<file path="config.mk">
export PLATFORM = sky130hd
export DESIGN_NAME = adcclk_gate_ctrl
export DESIGN_NICKNAME = d
export VERILOG_FILES = /design/src/rtl/adcclk_pkg.sv /design/src/rtl/adcclk_conv_div.sv /design/src/rtl/adcclk_stby_div.sv /design/src/rtl/adcclk_pud_cnt.sv /design/src/rtl/adcclk_fsm.sv /design/src/rtl/adcclk_gate_ctrl.sv
export SDC_FILE = /design/constraint.sdc
export NUM_CORES = 1
export LEC_CHECK = 0
export ABC_CLOCK_PERIOD_IN_PS = 3850
export CAP_MARGIN = 20
export CORE_UTILIZATION = 57
export CTS_CLUSTER_DIAMETER = 200
export DETAILED_ROUTE_END_ITERATION = 16
export PLACE_DENSITY = 0.84
export SLEW_MARGIN = 20
export SYNTH_ARGS = -nofsm -noshare
export SYNTH_HDL_FRONTEND = slang
export SYNTH_SLANG_ARGS = --single-unit
</file>
<file path="constraint.sdc">
create_clock -name clk -period 3.85 [get_ports clk]
set_input_delay 1.155 -clock clk [delete_from_list [all_inputs] [get_ports clk]]
set_output_delay 1.155 -clock clk [all_outputs]
set_load 0.03 [all_outputs]
</file>
<file path="src/rtl/adcclk_pkg.sv">
package adcclk_pkg;

    typedef enum logic [1:0] {
        PM_NORMAL    = 2'b00,
        PM_AUTO_STBY = 2'b01,
        PM_AUTO_PDN  = 2'b10,
        PM_RSVD      = 2'b11
    } pwr_mode_e;

    typedef enum logic [1:0] {
        ST_OFF   = 2'd0,
        ST_PWRUP = 2'd1,
        ST_RUN   = 2'd2,
        ST_STBY  = 2'd3
    } clk_state_e;

endpackage

</file>
<file path="src/rtl/adcclk_conv_div.sv">
// Conversion clock divider: one enable pulse every 2*(div+1) bus cycles.
// The count is held at zero while not running, so the first pulse after
// a start always follows a full period.
module adcclk_conv_div #(
    parameter int DIV_W = 4
) (
    input  logic             clk,
    input  logic             rst_n,
    input  logic             run,
    input  logic [DIV_W-1:0] div_val,
    output logic             tick
);
    localparam int CNT_W = DIV_W + 1;

    logic [CNT_W-1:0] cnt_q;
    logic [CNT_W-1:0] term;

    assign term = {div_val, 1'b1};

    always_ff @(posedge clk or negedge rst_n) begin
        if (!rst_n) begin
            cnt_q <= '0;
        end else if (!run) begin
            cnt_q <= '0;
        end else if (cnt_q >= term) begin
            cnt_q <= '0;
        end else begin
            cnt_q <= cnt_q + 1'b1;
        end
    end

    assign tick = run && (cnt_q == term);

endmodule

</file>
<file path="src/rtl/adcclk_stby_div.sv">
// Standby clock divider: synchronises the oscillator into the bus domain
// and emits one pulse for every STBY_DIV oscillator rising edges.
module adcclk_stby_div #(
    parameter int STBY_DIV = 80
) (
    input  logic clk,
    input  logic rst_n,
    input  logic osc_clk,
    input  logic run,
    output logic tick
);
    localparam int CNT_W = $clog2(STBY_DIV);
    localparam logic [CNT_W-1:0] LAST = CNT_W'(STBY_DIV - 1);

    logic [2:0]       sync_q;
    logic             osc_rise;
    logic [CNT_W-1:0] cnt_q;

    always_ff @(posedge clk or negedge rst_n) begin
        if (!rst_n) begin
            sync_q <= '0;
        end else begin
            sync_q <= {sync_q[1:0], osc_clk};
        end
    end

    assign osc_rise = sync_q[1] & ~sync_q[2];

    always_ff @(posedge clk or negedge rst_n) begin
        if (!rst_n) begin
            cnt_q <= '0;
        end else if (!run) begin
            cnt_q <= '0;
        end else if (osc_rise) begin
            if (cnt_q >= LAST) begin
                cnt_q <= '0;
            end else begin
                cnt_q <= cnt_q + 1'b1;
            end
        end
    end

    assign tick = run && osc_rise && (cnt_q == LAST);

endmodule

</file>
<file path="src/rtl/adcclk_pud_cnt.sv">
// Power-up delay counter: loads the programmed delay and counts down
// once per conversion pulse until it reaches zero.
module adcclk_pud_cnt #(
    parameter int PUD_W = 6
) (
    input  logic             clk,
    input  logic             rst_n,
    input  logic             load,
    input  logic [PUD_W-1:0] load_val,
    input  logic             dec,
    output logic             zero
);
    logic [PUD_W-1:0] cnt_q;

    always_ff @(posedge clk or negedge rst_n) begin
        if (!rst_n) begin
            cnt_q <= '0;
        end else if (load) begin
            cnt_q <= load_val;
        end else if (dec && (cnt_q != '0)) begin
            cnt_q <= cnt_q - 1'b1;
        end
    end

    assign zero = (cnt_q == '0);

endmodule

</file>
<file path="src/rtl/adcclk_fsm.sv">
// Clock sequencing state machine.
module adcclk_fsm
    import adcclk_pkg::*;
#(
    parameter int NCONV = 2
) (
    input  logic             clk,
    input  logic             rst_n,
    input  pwr_mode_e        pwr_mode,
    input  logic             loop_mode,
    input  logic             start,
    input  logic [NCONV-1:0] busy,
    input  logic             scan_done,
    input  logic             pud_zero,
    input  logic             clk_tick,
    output clk_state_e       state,
    output logic             pud_load,
    output logic             conv_run,
    output logic             stby_run,
    output logic             clk_on,
    output logic             clk_sel,
    output logic             pwrup_done
);
    clk_state_e state_q;
    clk_state_e state_d;
    logic       scan_seen_q;
    logic       always_run;
    logic       any_busy;
    logic       wake;
    logic       scan_end;

    assign always_run = (pwr_mode == PM_NORMAL) || (pwr_mode == PM_RSVD) || loop_mode;
    assign any_busy   = |busy;
    assign wake       = always_run || start || any_busy;
    assign scan_end   = (scan_seen_q || scan_done) && !any_busy && !start && !always_run;

    // state register
    always_ff @(posedge clk or negedge rst_n) begin
        if (!rst_n) begin
            state_q <= ST_OFF;
        end else begin
            state_q <= state_d;
        end
    end

    // scan-done memory, held while in run state
    always_ff @(posedge clk or negedge rst_n) begin
        if (!rst_n) begin
            scan_seen_q <= 1'b0;
        end else if (state_d != ST_RUN) begin
            scan_seen_q <= 1'b0;
        end else if (state_q == ST_RUN && scan_done) begin
            scan_seen_q <= 1'b1;
        end
    end

    // next state
    always_comb begin
        state_d = state_q;
        unique case (state_q)
            ST_OFF: begin
                if (wake) begin
                    state_d = ST_PWRUP;
                end else if (pwr_mode == PM_AUTO_STBY) begin
                    state_d = ST_STBY;
                end
            end
            ST_STBY: begin
                if (!clk_tick) begin
                    if (wake) begin
                        state_d = ST_PWRUP;
                    end else if (pwr_mode != PM_AUTO_STBY) begin
                        state_d = ST_OFF;
                    end
                end
            end
            ST_PWRUP: begin
                if (pud_zero && !start) begin
                    state_d = ST_RUN;
                end
            end
            ST_RUN: begin
                if (scan_end && !clk_tick) begin
                    state_d = (pwr_mode == PM_AUTO_STBY) ? ST_STBY : ST_OFF;
                end
            end
            default: state_d = ST_OFF;
        endcase
    end

    // outputs
    always_comb begin
        pud_load   = 1'b0;
        conv_run   = 1'b0;
        stby_run   = 1'b0;
        clk_on     = 1'b0;
        clk_sel    = 1'b0;
        pwrup_done = 1'b0;
        unique case (state_q)
            ST_OFF: begin
                pud_load = wake;
            end
            ST_STBY: begin
                pud_load = wake && !clk_tick;
                stby_run = 1'b1;
                clk_on   = 1'b1;
                clk_sel  = 1'b1;
            end
            ST_PWRUP: begin
                pud_load = start;
                conv_run = 1'b1;
                clk_on   = 1'b1;
            end
            ST_RUN: begin
                conv_run   = 1'b1;
                clk_on     = 1'b1;
                pwrup_done = 1'b1;
            end
            default: begin
                pud_load = 1'b0;
            end
        endcase
    end

    assign state = state_q;

endmodule

</file>
<file path="src/rtl/adcclk_gate_ctrl.sv">
// Top: ADC clock source selection and gating.
module adcclk_gate_ctrl
    import adcclk_pkg::*;
#(
    parameter int NCONV    = 2,
    parameter int DIV_W    = 4,
    parameter int PUD_W    = 6,
    parameter int STBY_DIV = 80
) (
    input  logic             clk,
    input  logic             rst_n,
    input  logic             osc_clk,
    input  logic [1:0]       pwr_mode,
    input  logic             loop_mode,
    input  logic             start,
    input  logic [NCONV-1:0] busy,
    input  logic             scan_done,
    input  logic [DIV_W-1:0] div_val,
    input  logic [PUD_W-1:0] pud_val,
    output logic             adc_clk_en,
    output logic             adc_clk_sel,
    output logic             adc_clk_on,
    output logic             pwrup_done
);
    clk_state_e state;
    logic       pud_load;
    logic       pud_zero;
    logic       conv_run;
    logic       stby_run;
    logic       conv_tick;
    logic       stby_tick;
    logic       clk_tick;

    assign clk_tick = conv_tick | stby_tick;

    adcclk_conv_div #(.DIV_W(DIV_W)) u_conv_div (
        .clk     (clk),
        .rst_n   (rst_n),
        .run     (conv_run),
        .div_val (div_val),
        .tick    (conv_tick)
    );

    adcclk_stby_div #(.STBY_DIV(STBY_DIV)) u_stby_div (
        .clk     (clk),
        .rst_n   (rst_n),
        .osc_clk (osc_clk),
        .run     (stby_run),
        .tick    (stby_tick)
    );

    adcclk_pud_cnt #(.PUD_W(PUD_W)) u_pud_cnt (
        .clk      (clk),
        .rst_n    (rst_n),
        .load     (pud_load),
        .load_val (pud_val),
        .dec      (conv_tick),
        .zero     (pud_zero)
    );

    adcclk_fsm #(.NCONV(NCONV)) u_fsm (
        .clk        (clk),
        .rst_n      (rst_n),
        .pwr_mode   (pwr_mode_e'(pwr_mode)),
        .loop_mode  (loop_mode),
        .start      (start),
        .busy       (busy),
        .scan_done  (scan_done),
        .pud_zero   (pud_zero),
        .clk_tick   (clk_tick),
        .state      (state),
        .pud_load   (pud_load),
        .conv_run   (conv_run),
        .stby_run   (stby_run),
        .clk_on     (adc_clk_on),
        .clk_sel    (adc_clk_sel),
        .pwrup_done (pwrup_done)
    );

    assign adc_clk_en = clk_tick;

endmodule

</file>
==> run metrics, run 1 <==
status=completed; reg-to-reg slack, setup=around 1.5 ns; Slew @ Worst Pin=0.726 ns; final hold violations=0; max-cap violations=0; CP Max Fanout=7; DIE HEIGHT=53.2 um; Tot GR Track Use=23.2%; origin of the critical flop-to-flop path=u_fsm.state[0]; root buffer cell=clkbuf_4; CTS Hold Buffers Added=0; family with the most delay on the worst path=buffers and inverters; top-area cell type share of the netlist area=40.2%; placed cell count=213; RePlAce Congestion=0.909; worst hold path class=register to register; RSZ-0062 raised after global routing=no; Core Region=2480 um^2; Worst Path Buf+Inv=3; first-pass GRT wire length=4690 um; DP Wirelength=2190 um; ant diodes=0; post-synthesis net count=195; Setup Skew=0.00506 ns; # DRC=0; maximum clock frequency=roughly 270 MHz; final worst-path cycle share=96.7%; Max Root-Sink Buffers=2; CP max-delay cell=clkdlybuf4s50_1; Setup CP Type=input port to output port; number of port buffers=23; Sink Count=24; Multi-input gate area=821 um^2; most common cell in the netlist=dfrtp_1; FF/Latch Area=between 600 and 700 um^2; area growth from synthesis to layout=21.0%; CTS H-tree lvls=1; Die W=about 53 um; fin cells=217; Peak supply drop=391 uV; Slew Limit Fails=0; WL final=2900 um; crit end category=output port; Req. time, crit path=2.69 ns; clock-pin slew on the worst setup and hold paths=0.13 ns; relative slew slack=51.3%; fin nets=221; post-synthesis sequential area ratio=40.2%; Post-Synthesis Cells=162; Critical Path End=adc_clk_en; Yosys top cell by area=dfrtp_1; CP peak stage delay=0.47 ns; R2R Path End=u_pud_cnt.cnt_q[1]; Initial Util=60.3%; Final ANT Viol Nets=0; TritonCTS clock tree=built; vias=1227; startpoint types=input port; Fillers=~190; leakage=a little over 0.8 nW; Final WS setup=0.129 ns; Vias/cell=between 5 and 6; total power=about 0.00087 W; top post-synthesis cells by area=dfrtp_1 (40%), ha_1 (11%), o21ai_0 (4.0%), inv_1 (3.8%), nand3_1 (3.7%); clk_lat worst skew=0.32 ns; Setup Slack @ Placement=0.0456 ns; total gr overflow=0; crit path launch=div_val[3]; 1st-iter DRT viols=31; pin count of the biggest net entering global routing=25; layout cell share with drive strength beyond 1=8.02%; Post-Syn Area=1490 um^2; setup violators final=0; vias in the first global route=1157; die area=2830 um^2; antenna violations before repair=0; WL/cell=13.3 um; drt first pass iters=4; # rows=18; number of synthesized flops with an enable pin=0; final core occ=about 73%; top_reg_cell synth=dfrtp_1; logic depth of the worst path, buffers included=7; I/O pin count=24; crit path cell chain=clkdlybuf4s50_1, inv_1, ha_1, nand3_1, or2_4, nand2_1, buf_4; Seq cells post-synth=24; fraction of registers with async set/reset=100%; TritonCTS buffer count=3; most common library cells after synthesis=dfrtp_1 (24), inv_1 (15), ha_1 (13), nand2_1 (13), o21ai_0 (12); TNS Setup=0 ns; R2R cell count=6; Synth Area per Inst=9.21 um^2; post-route minimum period=3.72 ns; Unique masters post-synth=41; PD cells=between 400 and 500 nW/um^2; Worst Path Arrival=2.57 ns; Ys Warns=0
-- worst min-delay path by stage --
stage | startpoint | endpoint | slack [ns] | cells after the start
4_1_cts | u_stby_div.sync_q[0] | u_stby_div.sync_q[1] | 0.38 | 0
2_1_floorplan | u_stby_div.sync_q[0] | u_stby_div.sync_q[1] | 0.33 | 0
6_report | u_stby_div.sync_q[0] | u_stby_div.sync_q[1] | 0.38 | 0
5_1_grt | u_stby_div.sync_q[0] | u_stby_div.sync_q[1] | 0.38 | 0
3_5_place_dp | u_stby_div.sync_q[0] | u_stby_div.sync_q[1] | 0.35 | 0
3_3_place_gp | u_stby_div.sync_q[0] | u_stby_div.sync_q[1] | 0.33 | 0
-- cell usage in the layout (no fill, tap or decap), types with 2 or more instances in the layout --
| cell type | n |
|---|---|
| ha_1 | 13 |
| o21ai_1 | 5 |
| dfrtp_1 | 24 |
| a21boi_0 | 3 |
| and2_1 | 2 |
| o21ai_0 | 12 |
| a211oi_1 | 2 |
| nand3_1 | 11 |
| buf_4 | 3 |
| xor2_1 | 4 |
| clkdlybuf4s50_1 | 21 |
| nand2_1 | 13 |
| clkbuf_4 | 3 |
| o31ai_1 | 3 |
| nor2b_1 | 3 |
| and3_1 | 2 |
| a21oi_1 | 4 |
| inv_1 | 15 |
| xnor2_1 | 4 |
| nor2_1 | 9 |
| nand3b_1 | 3 |
| nor3_1 | 4 |
-- worst register-to-register path, cell delays in order, from the launching register on --
cell,delay (ns)
dfrtp_1,0.46
ha_1,0.31
nand3b_1,0.14
or3_1,0.25
a31oi_1,0.13
o31ai_2,0.61
mux2_1,0.38
-- per-stage QoR --
step	instance area, um^2	hold WS [ns]
floorplan	1490	0.331
global placement	1750	0.334
detailed placement	1750	0.349
CTS	1800	0.380
global route	1810	0.382
finish	1810	0.377
-- flip-flops by register name, summed over array words and instances, names as in the netlist --
register,cells
u_stby_div.cnt_q,7
u_pud_cnt.cnt_q,6
u_conv_div.cnt_q,5
u_stby_div.sync_q,3
u_fsm.state,2
u_fsm.scan_seen_q,1
-- kinds of logic (layout without fill, tap and decap cells) --
group                      Yosys count  after routing  synth area share [%]
AOI/OAI and AO/OA                   40             40                  17.6
xor gates and xnor gates             8              8                  4.69
adders and majority gates           13             13                  10.9
buffers and inverters               19             44                  5.28
DFF                                 24             24                  40.2
muxes                                2              2                  1.42
and+or+nand+nor                     56             56                  19.9
-- layout make-up --
| type | count | area share [%] |
|---|---|---|
| clock inverter | 1 | 1.66 |
| inverter | 15 | 3.12 |
| clock buffer | 3 | 1.25 |
| timing repair buffer | 25 | 13.2 |
| sequential | 24 | 33.3 |
| multi-input combinational | 119 | 45.5 |
| tap | 30 | 2.08 |
-- power by group --
part / internal, W / leakage, nW / switching [W] / total (W)
clock: 0.000105 / 0.0279 / 0.0000770 / 0.000182
combinational: 0.000149 / 0.485 / 0.000173 / 0.000322
sequential: 0.000307 / 0.311 / 0.0000560 / 0.000363
total: 0.000561 / 0.824 / 0.000306 / 0.000867
-- metal layers --
metal,global-route usage [%],part of all wire [%],up-vias
li1,-,-,624
met1,27.3,47,560
met2,42.2,48,38
met3,3.45,4.0,5
met4,8.33,1.4,0
met5,0,0,-
-- timing repair --
item	4_1_cts	5_1_grt
endpoints found under the setup margin	0	1
resized for setup	0	1
endpoints found under the hold margin	0	0
buffers inserted	0	0
Note: power is estimated with default switching activity, not from simulation.
==> inputs of run 2 (changes only) <==
--- a/config.mk
+++ b/config.mk
@@ -7,6 +7,7 @@
 export LEC_CHECK = 0
 export ABC_CLOCK_PERIOD_IN_PS = 3850
 export CAP_MARGIN = 20
+export CORE_ASPECT_RATIO = 1.25
 export CORE_UTILIZATION = 57
 export CTS_CLUSTER_DIAMETER = 200
 export DETAILED_ROUTE_END_ITERATION = 16
==> run 2 against run 1 <==
Compared with the run above:
- flip-flop and latch count unchanged
- total power decreased by 5.1%
- worst hold slack got worse by 0.010 ns
- sequential power increased by 1%
- non-clock buffer count unchanged
- via count increased by 3.7%
- clock power decreased by 30%
- global-route usage increased by 2.0 points
- clock-buffer cell count increased by 1
- sequential share of layout area increased by 0.23 points
- core utilization increased by 0.23 points
- critical endpoint unchanged
- largest cell class unchanged
- largest power group unchanged
- highest routed layer unchanged
==> run metrics, run 2 (synthesis gave the netlist of run 1 again) <==
status=completed (unchanged); number of port buffers=23 (unchanged); hold path cells=0 (unchanged); commonest non-fill, non-tap cell in the layout=dfrtp_1 (unchanged); Die W=47.8 um (was 53.2 um); total net switching power=0.000309 W (was 0.000306 W); RSZ-0062 raised after global routing=no (unchanged); root buffer cell=clkbuf_4 (unchanged); vias in the first global route=1201 (was 1157); CTS H-tree lvls=1 (unchanged); CP Max Fanout=7 (unchanged); maximum clock frequency=269 MHz (about the same); Seq pwr share=44.6% (was 41.8%); total gr overflow=0 (unchanged); DIE HEIGHT=59.2 um (was 53.2 um); Tot GR Track Use=25.2% (was 23.2%); area growth from synthesis to layout=20.1% (was 21.0%); Final ANT Viol Nets=0 (unchanged); Setup CP Type=input port to output port (unchanged); # rows=20 (was 18); total power=0.000824 W (was 0.000867 W); Setup Slack @ Placement=0.0145 ns (was 0.0456 ns); Worst Path Arrival=2.56 ns (was 2.57 ns); RePlAce Congestion=0.881 (was 0.909); biggest regs=u_stby_div.cnt_q: 7 flops, u_pud_cnt.cnt_q: 6 flops, u_conv_div.cnt_q: 5 flops (unchanged); Worst Path Buf+Inv=3 (unchanged); max FFs per register=7 (unchanged); startpoint types=input port (unchanged); Comb pwr share=40.0% (was 37.1%); PD cells=459 nW/um^2 (was 480 nW/um^2); final worst-path cycle share=96.5% (was 96.7%); CP peak stage delay=0.46 ns (was 0.47 ns); final hold violations=0 (unchanged); most frequent cells in the layout=dfrtp_1 (24), clkdlybuf4s50_1 (21), inv_1 (15) (unchanged); crit end category=output port (unchanged); Slew @ Worst Pin=0.771 ns (was 0.726 ns); TritonCTS buffer count=3 (unchanged); Req. time, crit path=2.69 ns (about the same); relative slew slack=48.3% (was 51.3%); # DRC=0 (unchanged); Initial Util=60.9% (was 60.3%); Vias/cell=5.79 (was 5.65); ant diodes=0 (unchanged); logic depth of the worst path, buffers included=7 (unchanged); Top reg by flops=u_stby_div.cnt_q (unchanged); Post-CTS Setup Inserts=0 (unchanged); 1st-iter DRT viols=24 (was 31); fin nets=221 (unchanged); drt first pass iters=4 (unchanged); TNS Setup=0 ns (unchanged); R2R cell count=6 (unchanged); WL/cell=14.4 um (was 13.3 um); crit path cell chain=clkdlybuf4s50_1, inv_1, ha_1, nand3_1, or2_4, nand2_1, buf_4 (unchanged); die area=2830 um^2 (about the same); DP Wirelength=2540 um (was 2190 um); clk_lat worst skew=0.31 ns (was 0.32 ns); Slew Limit Fails=0 (unchanged); max-cap violations=0 (unchanged); clock-pin slew on the worst setup and hold paths=0.11 ns (was 0.13 ns); I/O pin count=24 (unchanged); sw frac=37.5% (was 35.3%); worst hold path class=register to register (unchanged); placed cell count=216 (was 213); setup violators final=0 (unchanged); Clock power frac=15.4% (was 21.0%); first-pass GRT wire length=4960 um (was 4690 um); TritonCTS clock tree=built (unchanged); CP max-delay cell=clkdlybuf4s50_1 (unchanged); P_int=0.000515 W (was 0.000561 W); Max Root-Sink Buffers=2 (unchanged); Setup Skew=0.00487 ns (was 0.00506 ns); Peak supply drop=297 uV (was 391 uV); antenna violations before repair=0 (unchanged); Final WS setup=0.133 ns (was 0.129 ns); fin cells=220 (was 217); leakage=0.817 nW (was 0.824 nW); pin count of the biggest net entering global routing=25 (unchanged); vias=1273 (was 1227); family with the most delay on the worst path=buffers and inverters (unchanged); post-route minimum period=3.72 ns (about the same); layout cell share with drive strength beyond 1=8.02% (unchanged); Sink Count=24 (unchanged); WL final=3170 um (was 2900 um); Core Region=2450 um^2 (was 2480 um^2)
[run 2: cell count changes in the layout (fill, tap and decap cells not counted)]
cell	change
bufinv_16	-1
clkbuf_8	+1
[run 2: worst paths after layout]
kind                                            from              endpoint  slack [ns]
worst max-delay path                      div_val[2]            adc_clk_en        0.13
worst min-delay path            u_stby_div.sync_q[0]  u_stby_div.sync_q[1]        0.37
worst max register to register        u_fsm.state[0]    u_pud_cnt.cnt_q[1]        1.37
worst min register to register  u_stby_div.sync_q[0]  u_stby_div.sync_q[1]        0.37
max in group asynchronous                      rst_n   u_conv_div.cnt_q[4]        2.71
min in group asynchronous                      rst_n   u_stby_div.cnt_q[2]        0.79
[run 2: through the flow]
stage                     hold slack, ns  util, %  instance area, um^2
after floorplan                    0.331        -                 1490
after global placement             0.334     71.5                 1750
after detailed placement           0.347     71.5                 1750
after CTS                          0.375     73.0                 1790
after global routing               0.389     73.1                 1790
final                              0.367     73.1                 1790
[run 2: layout make-up]
class / instances / area (um^2)
multi-input cells: 119 / 821
flip-flops and latches: 24 / 601
clock buffers: 4 / 36.3
repair buffers: 25 / 238
inverters: 15 / 56.3
well taps: 33 / 41.3
fillers: 216 / 659
[run 2: power groups by stage]
stage	Clock (W)	Sequential [W]	Combinational (W)
2_1_floorplan	0	0.000356	0.000232
3_3_place_gp	0	0.000365	0.000308
3_5_place_dp	0	0.000372	0.000325
4_1_cts	0.000131	0.000367	0.000327
5_1_grt	0.000145	0.000375	0.000373
6_report	0.000127	0.000367	0.000330
[run 2: layer usage]
| metal | GRT usage, % | wire length (um) |
|---|---|---|
| met4 | 11.5 | 53 |
| met2 | 44.8 | 1650 |
| met3 | 3.66 | 157 |
| met1 | 28.4 | 1310 |
| met5 | 0 | 0 |
[run 2: timing repair]
item,4_1_cts,5_1_grt
hold buffers,0,0
resized for setup,0,1
endpoints found under the hold margin,0,0
setup endpoints to repair,0,1
